File: src/rtl/page_seq_pkg.sv
package page_seq_pkg;

  typedef enum logic [2:0] {
    ST_IDLE  = 3'd0,
    ST_LOAD  = 3'd1,
    ST_ERASE = 3'd2,
    ST_PROG  = 3'd3,
    ST_DONE  = 3'd4
  } seq_state_t;

  // Flat main-memory index of a byte within a page.
  function automatic int flat_index(input int page, input int offs, input int page_bytes);
    return page * page_bytes + offs;
  endfunction

  // Number of cycles spent in a given state.
  function automatic int phase_cycles(input seq_state_t st, input int pb,
                                      input int ec, input int pc);
    case (st)
      ST_LOAD:  return pb;
      ST_ERASE: return ec;
      ST_PROG:  return pc;
      default:  return 1;
    endcase
  endfunction

endpackage

File: src/rtl/page_seq_timer.sv
module page_seq_timer #(
  parameter int CW = 5
) (
  input  logic          clk,
  input  logic          rst_n,
  input  logic          clear,
  input  logic [CW-1:0] phase_len,
  output logic [CW-1:0] cnt,
  output logic          last
);

  always_ff @(posedge clk) begin
    if (!rst_n)     cnt <= '0;
    else if (clear) cnt <= '0;
    else            cnt <= cnt + 1'b1;
  end

  assign last = (cnt == phase_len - 1'b1);

endmodule

File: src/rtl/page_seq_array.sv
module page_seq_array #(
  parameter int DW    = 8,
  parameter int DEPTH = 8,
  parameter int AW    = 3
) (
  input  logic          clk,
  input  logic          rst_n,
  input  logic          we,
  input  logic [AW-1:0] waddr,
  input  logic [DW-1:0] wdata,
  input  logic [AW-1:0] raddr_a,
  output logic [DW-1:0] rdata_a,
  input  logic [AW-1:0] raddr_b,
  output logic [DW-1:0] rdata_b
);

  logic [DW-1:0] cells [DEPTH];

  always_ff @(posedge clk) begin
    if (!rst_n) begin
      for (int i = 0; i < DEPTH; i++) cells[i] <= '1;
    end else if (we) begin
      cells[waddr] <= wdata;
    end
  end

  assign rdata_a = cells[raddr_a];
  assign rdata_b = cells[raddr_b];

endmodule

File: src/rtl/page_op_seq.sv
module page_op_seq
  import page_seq_pkg::*;
#(
  parameter int DW           = 8,
  parameter int PAGE_BYTES   = 8,
  parameter int PAGE_COUNT   = 4,
  parameter int ERASE_CYCLES = 12,
  parameter int PROG_CYCLES  = 10,
  localparam int BAW    = $clog2(PAGE_BYTES),
  localparam int PAW    = $clog2(PAGE_COUNT),
  localparam int MDEPTH = PAGE_BYTES * PAGE_COUNT,
  localparam int MAW    = $clog2(MDEPTH)
) (
  input  logic           clk,
  input  logic           rst_n,
  input  logic           req_valid,
  input  logic           req_rewrite,
  input  logic [PAW-1:0] req_page,
  output logic           ready,
  input  logic           buf_wr_en,
  input  logic [BAW-1:0] buf_wr_addr,
  input  logic [DW-1:0]  buf_wr_data,
  input  logic [BAW-1:0] buf_rd_addr,
  output logic [DW-1:0]  buf_rd_data,
  input  logic [PAW-1:0] mem_rd_page,
  input  logic [BAW-1:0] mem_rd_offs,
  output logic [DW-1:0]  mem_rd_data
);

  localparam int MAXLEN = (ERASE_CYCLES > PROG_CYCLES) ?
                          ((ERASE_CYCLES > PAGE_BYTES) ? ERASE_CYCLES : PAGE_BYTES) :
                          ((PROG_CYCLES > PAGE_BYTES) ? PROG_CYCLES : PAGE_BYTES);
  localparam int CW = $clog2(MAXLEN + 1);

  seq_state_t     state, state_nx;
  logic [PAW-1:0] cur_page;
  logic           cur_rewrite;

  // Named internal events for the checker.
  logic           start, phase_last, done_pulse;
  logic           erase_active, prog_active, load_active;
  logic           erase_we, prog_we, load_we, host_we, in_page;
  logic [CW-1:0]  cnt, phase_len;
  logic [BAW-1:0] offs;
  logic [MAW-1:0] seq_addr, mem_rd_addr;
  logic           mem_we, buf_we;
  logic [DW-1:0]  mem_wdata, buf_wdata, buf_seq_data, mem_seq_data;
  logic [BAW-1:0] buf_waddr;

  assign ready        = (state == ST_IDLE);
  assign start        = ready && req_valid;
  assign erase_active = (state == ST_ERASE);
  assign prog_active  = (state == ST_PROG);
  assign load_active  = (state == ST_LOAD);
  assign done_pulse   = (state == ST_DONE);

  assign phase_len = CW'(phase_cycles(state, PAGE_BYTES, ERASE_CYCLES, PROG_CYCLES));

  page_seq_timer #(.CW(CW)) u_timer (
    .clk       (clk),
    .rst_n     (rst_n),
    .clear     (ready || phase_last),
    .phase_len (phase_len),
    .cnt       (cnt),
    .last      (phase_last)
  );

  // Next-state logic
  always_comb begin
    state_nx = state;
    case (state)
      ST_IDLE:  if (start) state_nx = req_rewrite ? ST_LOAD : ST_ERASE;
      ST_LOAD:  if (phase_last) state_nx = ST_ERASE;
      ST_ERASE: if (phase_last) state_nx = ST_PROG;
      ST_PROG:  if (phase_last) state_nx = ST_DONE;
      ST_DONE:  state_nx = ST_IDLE;
      default:  state_nx = ST_IDLE;
    endcase
  end

  always_ff @(posedge clk) begin
    if (!rst_n) begin
      state       <= ST_IDLE;
      cur_page    <= '0;
      cur_rewrite <= 1'b0;
    end else begin
      state <= state_nx;
      if (start) begin
        cur_page    <= req_page;
        cur_rewrite <= req_rewrite;
      end
    end
  end

  // Byte walk: one byte per clock during the leading part of each phase.
  assign in_page  = (cnt < CW'(PAGE_BYTES));
  assign offs     = cnt[BAW-1:0];
  assign seq_addr = MAW'(flat_index(int'(cur_page), int'(offs), PAGE_BYTES));

  assign erase_we = erase_active && in_page;
  assign prog_we  = prog_active  && in_page;
  assign load_we  = load_active  && in_page;
  assign host_we  = buf_wr_en && ready;

  assign mem_we    = erase_we || prog_we;
  assign mem_wdata = erase_we ? '1 : buf_seq_data;

  assign buf_we    = load_we || host_we;
  assign buf_waddr = load_we ? offs : buf_wr_addr;
  assign buf_wdata = load_we ? mem_seq_data : buf_wr_data;

  assign mem_rd_addr = MAW'(flat_index(int'(mem_rd_page), int'(mem_rd_offs), PAGE_BYTES));

  page_seq_array #(.DW(DW), .DEPTH(MDEPTH), .AW(MAW)) u_main (
    .clk     (clk),
    .rst_n   (rst_n),
    .we      (mem_we),
    .waddr   (seq_addr),
    .wdata   (mem_wdata),
    .raddr_a (seq_addr),
    .rdata_a (mem_seq_data),
    .raddr_b (mem_rd_addr),
    .rdata_b (mem_rd_data)
  );

  page_seq_array #(.DW(DW), .DEPTH(PAGE_BYTES), .AW(BAW)) u_buf (
    .clk     (clk),
    .rst_n   (rst_n),
    .we      (buf_we),
    .waddr   (buf_waddr),
    .wdata   (buf_wdata),
    .raddr_a (offs),
    .rdata_a (buf_seq_data),
    .raddr_b (buf_rd_addr),
    .rdata_b (buf_rd_data)
  );

endmodule

File: config.mk
export PLATFORM = sky130hd
export DESIGN_NAME = page_op_seq
export DESIGN_NICKNAME = d
export VERILOG_FILES = /design/src/rtl/page_seq_pkg.sv /design/src/rtl/page_seq_timer.sv /design/src/rtl/page_seq_array.sv /design/src/rtl/page_op_seq.sv
export SDC_FILE = /design/constraint.sdc
export NUM_CORES = 1
export LEC_CHECK = 0
export BUFFER_PORTS_ARGS = -buffer_cell sky130_fd_sc_hd__buf_2
export CAP_MARGIN = 20
export CELL_PAD_IN_SITES_DETAIL_PLACEMENT = 1
export CELL_PAD_IN_SITES_GLOBAL_PLACEMENT = 1
export CORE_UTILIZATION = 45
export DETAILED_ROUTE_END_ITERATION = 7
export GPL_TIMING_DRIVEN = 0
export HOLD_SLACK_MARGIN = 0.08
export PLACE_DENSITY = 0.7
export SYNTH_ARGS = -nofsm -noshare
export SYNTH_HDL_FRONTEND = slang
export SYNTH_SLANG_ARGS = --single-unit
File: constraint.sdc
create_clock -name clk -period 3 [get_ports clk]
set_input_delay 0.15 -clock clk [delete_from_list [all_inputs] [get_ports clk]]
set_output_delay 0.15 -clock clk [all_outputs]
set_load 0.005 [all_outputs]
---- Word-level counts from Yosys, hierarchy flattened ----
Memory sizes are Yosys's and may differ from the RTL's. A register that Yosys moved wholly into a read port is not among the register bits.
Cells that the tools add are included.
W data, S select, Z words.
cells by class
  add/subtract/negate cells ............... 4
  magnitude comparators ................... 1
  equality and inequality tests ........... 8
  multiplexer cells ....................... 24
  bitwise gates (word level) .............. 1
  reductions and logical operators ........ 13
operators by type and width
  operator               number
  $mux W8                4
  $mux W3                7
  $reduce_or A8 Y1       2
  $pmux W3 S4            1
  $pmux W4 S3            1
  $add A5 B3 Y5          2
  $mux W1                9
  $eq A3 B2 Y1 const B   2
  $ne A2 B2 Y1 const B   3
  $logic_and A1 B1 Y1    5
  $mux W5                1
  $add A4 B1 Y4 const B  1
  $eq A4 B4 Y1           1
  $lt A4 B4 Y1 const B   1
  $reduce_and A4 Y1      1
  $sub A4 B1 Y4 const B  1
  $eq A3 B1 Y1 const B   1
  $logic_not A3 Y1       1
  $logic_or A1 B1 Y1     3
  $mux W2                1
  $ne A2 B1 Y1 const B   1
  $reduce_or A2 Y1       1
  $not A1 Y1             1
storage, ports and cells
  register bits after elaboration ......... 9
  bits in writable memories ............... 320
  bits of input ports ..................... 26
  output and inout bits ................... 17
  word-level logic and storage cells ...... 56
  memories kept ........................... 2
memory list
  name          words  width  read ports  clocked after memory_dff  wr ports  line                  text
  u_main.cells  32     8      2           0                         32        page_seq_array.sv:17  logic [DW-1:0] cells [DEPTH];
  u_buf.cells   8      8      2           1                         8         page_seq_array.sv:17

---- Longest topological paths before layout ----
  depth in word-level cells ............... 8
  gate-level depth with buffers ........... 9

---- Hierarchy ----
A second synthesis with hierarchy kept.
unflattened totals
  cells, all modules ...................... 1140
  area, all modules ....................... 18126.1 sq um
by module, submodules not included
  module                    instances  cells an instance  area each (sq um)  sequential area each (sq um)
  page_seq_array at u_main  1          847                13833.3            7687.4
  page_seq_array at u_buf   1          212                3552.2             1921.8
  page_op_seq               1          56                 511.7              100.1
  page_seq_timer            1          25                 229.0              80.1

---- Worst setup path before layout ----
OpenSTA, ideal clock, no wires.
  kind .................................... reg-to-reg
  start ................................... register u_timer.cnt[1]
  end ..................................... memory u_main.cells[28][0] (enable)
  library setup time ...................... 0.384 ns
  arrival ................................. 2.008 ns
  required time ........................... 2.616 ns
  path slack .............................. 0.608 ns
  stages on the path, launching flop included .. 9
  path buffers ............................ 4
  cell sequence ........................... dfxtp_1 buf_4 buf_6 clkbuf_1 inv_1 ha_1 nand2_1 clkbuf_1 o21ai_0
RTL lines
  item                    line                  text
  from (decl)             page_seq_timer.sv:8   output logic [CW-1:0] cnt,
  from (signal assigned)  page_seq_timer.sv:15  else cnt <= cnt + 1'b1;
  to (decl)               page_seq_array.sv:17

---- Worst setup path in the final report ----
  start ................................... input port mem_rd_offs[1]
  end ..................................... output port mem_rd_data[7]
on the way
  longest elaborated chain between the ends .. 2
RTL lines
  item            line                text
  from (decl)     page_op_seq.sv:26   input logic [BAW-1:0] mem_rd_offs,
  $add A5 B3 Y5   page_seq_pkg.sv:13  return page * page_bytes + offs;
  $mem_v2 Z32 W8  -
  to (decl)       page_op_seq.sv:27   output logic [DW-1:0] mem_rd_data
No other way between the ends.

==> insert_results.sql <==
INSERT INTO impl_metrics (metric_group, metric, value, unit) VALUES
('synthesis', 'async_flop_share', '0', '%'),
('grt', 'gr-total-overflow', '0', ''),
('synthesis', 'synth_cells', '1285', ''),
('grt', 'global_route_wire_length_before_repair', '90.7', 'mm'),
('drt', 'post_drt_via_cell_ratio', '6.45', ''),
('final_layout', 'utilization', '53.3', '%'),
('grt', 'groute.usage.overall', '33.2', '%'),
('synthesis', 'synth_cell_types', '66', ''),
('synthesis', 'syn_area_per_cell', '13.7', 'sq um'),
('final_layout', 'final_cell_mix', 'sky130_fd_sc_hd__nand2_1, sky130_fd_sc_hd__edfxtp_1, sky130_fd_sc_hd__mux4_2', ''),
('floorplan', 'start_util', '45.6', '%'),
('floorplan', 'height_of_the_die', '200', 'microns'),
('grt', 'grt_antenna_before_repair', '2', ''),
('final_layout', 'fill_cells', '3854', ''),
('clocking', 'cts_buffers', '37', ''),
('drt', 'num_vias', '12600', ''),
('synthesis', 'synth_edf_count', '320', ''),
('synthesis', 'syn_area', '17600', 'sq um'),
('setup_path', 'worst-path-max-fanout', '10', ''),
('setup_path', 'path_common_cell', 'sky130_fd_sc_hd__buf_2', ''),
('placed_design', 'gp_congestion', '0.938', ''),
('final_layout', 'drive_gt1_share', '30.3', '%'),
('placed_design', 'dp_hpwl', '47.2', 'mm'),
('setup_path', 'data_required_time_of_the_worst_path', '2.85', 'ns'),
('power', 'vdd_drop_max', '0.689', 'mV'),
('drt', 'detail_route.drc_violations', '0', ''),
('placed_design', 'count_of_input_and_output_buffers', '33', ''),
('floorplan', 'rows', '72', ''),
('drt', 'met3WireLength', '5.73', 'mm'),
('timing', 'timing_worst_slew_pin_value', '1.06', 'ns'),
('setup_path', 'worst_path_largest_cell_delay', '0.77', 'ns'),
('power', 'power_per_cell_area', '600', 'nW/um^2'),
('timing', 'final.setup.worst_slack', '-0.0329', 'ns'),
('clocking', 'root_buffer', 'sky130_fd_sc_hd__clkbuf_16', ''),
('setup_path', 'cp_cell_sequence', 'buf_2 > buf_2 > buf_1 > mux4_2 > mux2i_1 > a22oi_1 > o21a_1 > buf_2', ''),
('grt', 'first_global_vias', '13000', ''),
('timing', 'setup_viol_count_final', '6', ''),
('drt', 'routedLengthMet1', '24.2', 'mm'),
('run_status', 'violations_in_the_final_reports', 'setup timing', ''),
('clocking', 'clkLatencyLatePin', '0.56', 'ns'),
('setup_path', 'setup_crit_end_kind', 'output pin', ''),
('flow_run', 'timing.max_cap.violations', '0', ''),
('synthesis', 'synth_warnings', '0', ''),
('setup_path', 'setup.worst_path.start_class', 'primary input', ''),
('synthesis', 'seq_area_frac_synth', '55.7', '%'),
('timing', 'timing.fmax', '330', 'MHz'),
('final_layout', 'seq_area', '9790', 'sq um'),
('final_layout', 'synthToLayoutAreaGrowth', '17.0', '%'),
('floorplan', 'fp.coreArea', '38600', 'sq um'),
('final_layout', 'final_nets', '1440', ''),
('drt', 'ant_nets', '0', ''),
('drt', 'detail_route.first_pass.iterations', '5', ''),
('timing', 'fin_crit', '3.03', 'ns'),
('drt', 'wl_met2', '30.9', 'mm'),
('grt', 'grt_start_max_net_pins', '14', ''),
('drt', 'drt_wl_total', '64.6', 'mm'),
('clocking', 'ctsHtreeMaxLevel', '2', ''),
('min_path', 'min-delay-start', 'req_valid', ''),
('setup_path', 'timing.rr.start', 'u_timer.cnt[0]$_SDFF_PP0_', ''),
('final_layout', 'final_design_area_no_fill', '20600', 'sq um'),
('synthesis', 'ys_seq_elements', '329', ''),
('floorplan', 'io_pins', '43', ''),
('final_layout', 'final_common_cell', 'sky130_fd_sc_hd__nand2_1', ''),
('final_layout', 'multiInputGateArea', '7690', 'sq um'),
('setup_path', 'setup.worst_path.start', 'mem_rd_offs[1]', ''),
('clocking', 'tritoncts', 'built', ''),
('run_status', 'outcome', 'finished, violations left', ''),
('timing', 'timing_hold_violations_final', '0', ''),
('clocking', 'total_number_of_clock_tree_sinks', '329', ''),
('timing', 'final_period_util', '101', '%'),
('min_path', 'timing.hold.worst.class', 'primary input to flop', '');
[cell families after synthesis]
group	count (synthesis)	synth area share [%]
multiplexers	235	22.4
AO/OA/AOI/OAI	136	6.40
adder cells (fa/ha/maj)	4	0.285
XOR/XNOR	4	0.199
buffers and inverters	116	3.51
flip-flops	329	55.7
AND/OR/NAND/NOR	461	11.6
[metal layers]
metal	up-vias	track usage [%]
li1	5188	-
met1	6531	40.7
met2	675	54.4
met3	209	7.43
met4	0	18.7
met5	-	0
[state kept, by name, summed over array words and instances (netlist names)]
signal        flops
u_buf.cells      64
u_timer.cnt       4
cur_page          2
state             3
u_main.cells    256
[what timing repair did]
item,in CTS,in global routing
endpoints found under the setup margin,586,442
pin swaps,10,15
setup buffers,3,17
endpoints found under the hold margin,43,0
resized for setup,77,60
hold buffers,14,0
[stage by stage]
step                      hold slack (ns)  power, uW  worst slack, ns
after floorplan                     0.306       6820            0.608
after global placement              0.442       7670           -0.950
after detailed placement            0.435       7710           -0.918
after CTS                          0.0904      12200           -0.121
after global routing                0.120      12600          -0.0434
final                               0.105      12400          -0.0329
[critical path: cells and delay by family]
| family | cells | cell delay [ns] |
|---|---|---|
| AO/OA/AOI/OAI | 2 | 0.37 |
| buffers and inverters | 4 | 1.55 |
| multiplexers | 2 | 0.79 |
[cells in the mapped netlist, types with 4 or more instances]
master,number,area share (%)
sky130_fd_sc_hd__ha_1,4,0.28
sky130_fd_sc_hd__o21ai_0,31,0.88
sky130_fd_sc_hd__buf_2,49,1.4
sky130_fd_sc_hd__nand2_1,341,7.3
sky130_fd_sc_hd__inv_1,10,0.21
sky130_fd_sc_hd__o22ai_1,38,1.4
sky130_fd_sc_hd__nand3_1,11,0.31
sky130_fd_sc_hd__buf_6,8,0.51
sky130_fd_sc_hd__nor2_1,37,0.79
sky130_fd_sc_hd__a2111oi_2,5,0.43
sky130_fd_sc_hd__o32ai_2,4,0.37
sky130_fd_sc_hd__buf_1,7,0.15
sky130_fd_sc_hd__nand4bb_1,6,0.38
sky130_fd_sc_hd__a22oi_1,9,0.38
sky130_fd_sc_hd__mux2_2,12,0.77
sky130_fd_sc_hd__buf_4,13,0.55
sky130_fd_sc_hd__nand3b_1,4,0.17
sky130_fd_sc_hd__nor4_1,5,0.18
sky130_fd_sc_hd__o2bb2ai_2,5,0.43
sky130_fd_sc_hd__clkbuf_1,27,0.58
sky130_fd_sc_hd__nor3_2,6,0.34
sky130_fd_sc_hd__a22o_1,5,0.25
sky130_fd_sc_hd__nand2b_1,11,0.39
sky130_fd_sc_hd__dfxtp_1,9,1.0
sky130_fd_sc_hd__mux2i_1,98,5.6
sky130_fd_sc_hd__mux4_2,125,16
sky130_fd_sc_hd__o21a_1,9,0.38
sky130_fd_sc_hd__edfxtp_1,320,55
sky130_fd_sc_hd__nor3_1,5,0.14
sky130_fd_sc_hd__a211oi_2,9,0.64
sky130_fd_sc_hd__nor2b_1,12,0.43
[power breakdown]
| group | internal (uW) | switching, uW | leakage (uW) |
|---|---|---|---|
| Clock | 2440 | 1880 | 0.000554 |
| Combinational | 1000 | 1900 | 0.00241 |
| Sequential | 5080 | 43.3 | 0.00225 |
[layout make-up]
type,instances,share of cell area (%)
flip-flops and latches,329,47.6
multi-input cells,840,37.4
clock buffers,44,4.84
well taps,518,3.15
repair buffers,86,3.13
plain buffers,105,3.13
clock inverters,20,0.572
inverters,11,0.201
diodes,1,0.0122
[final timing paths]
kind | slack (ns) | endpoint
setup / recovery | -0.03 | mem_rd_data[7]
hold / removal | 0.11 | state[0]$_SDFFE_PN0P_
setup reg to reg | -0.02 | u_buf.cells[0][0]$_SDFFCE_PN1P_
hold reg to reg | 0.69 | u_timer.cnt[3]$_SDFF_PP0_
(Power assumes the default switching activity.)
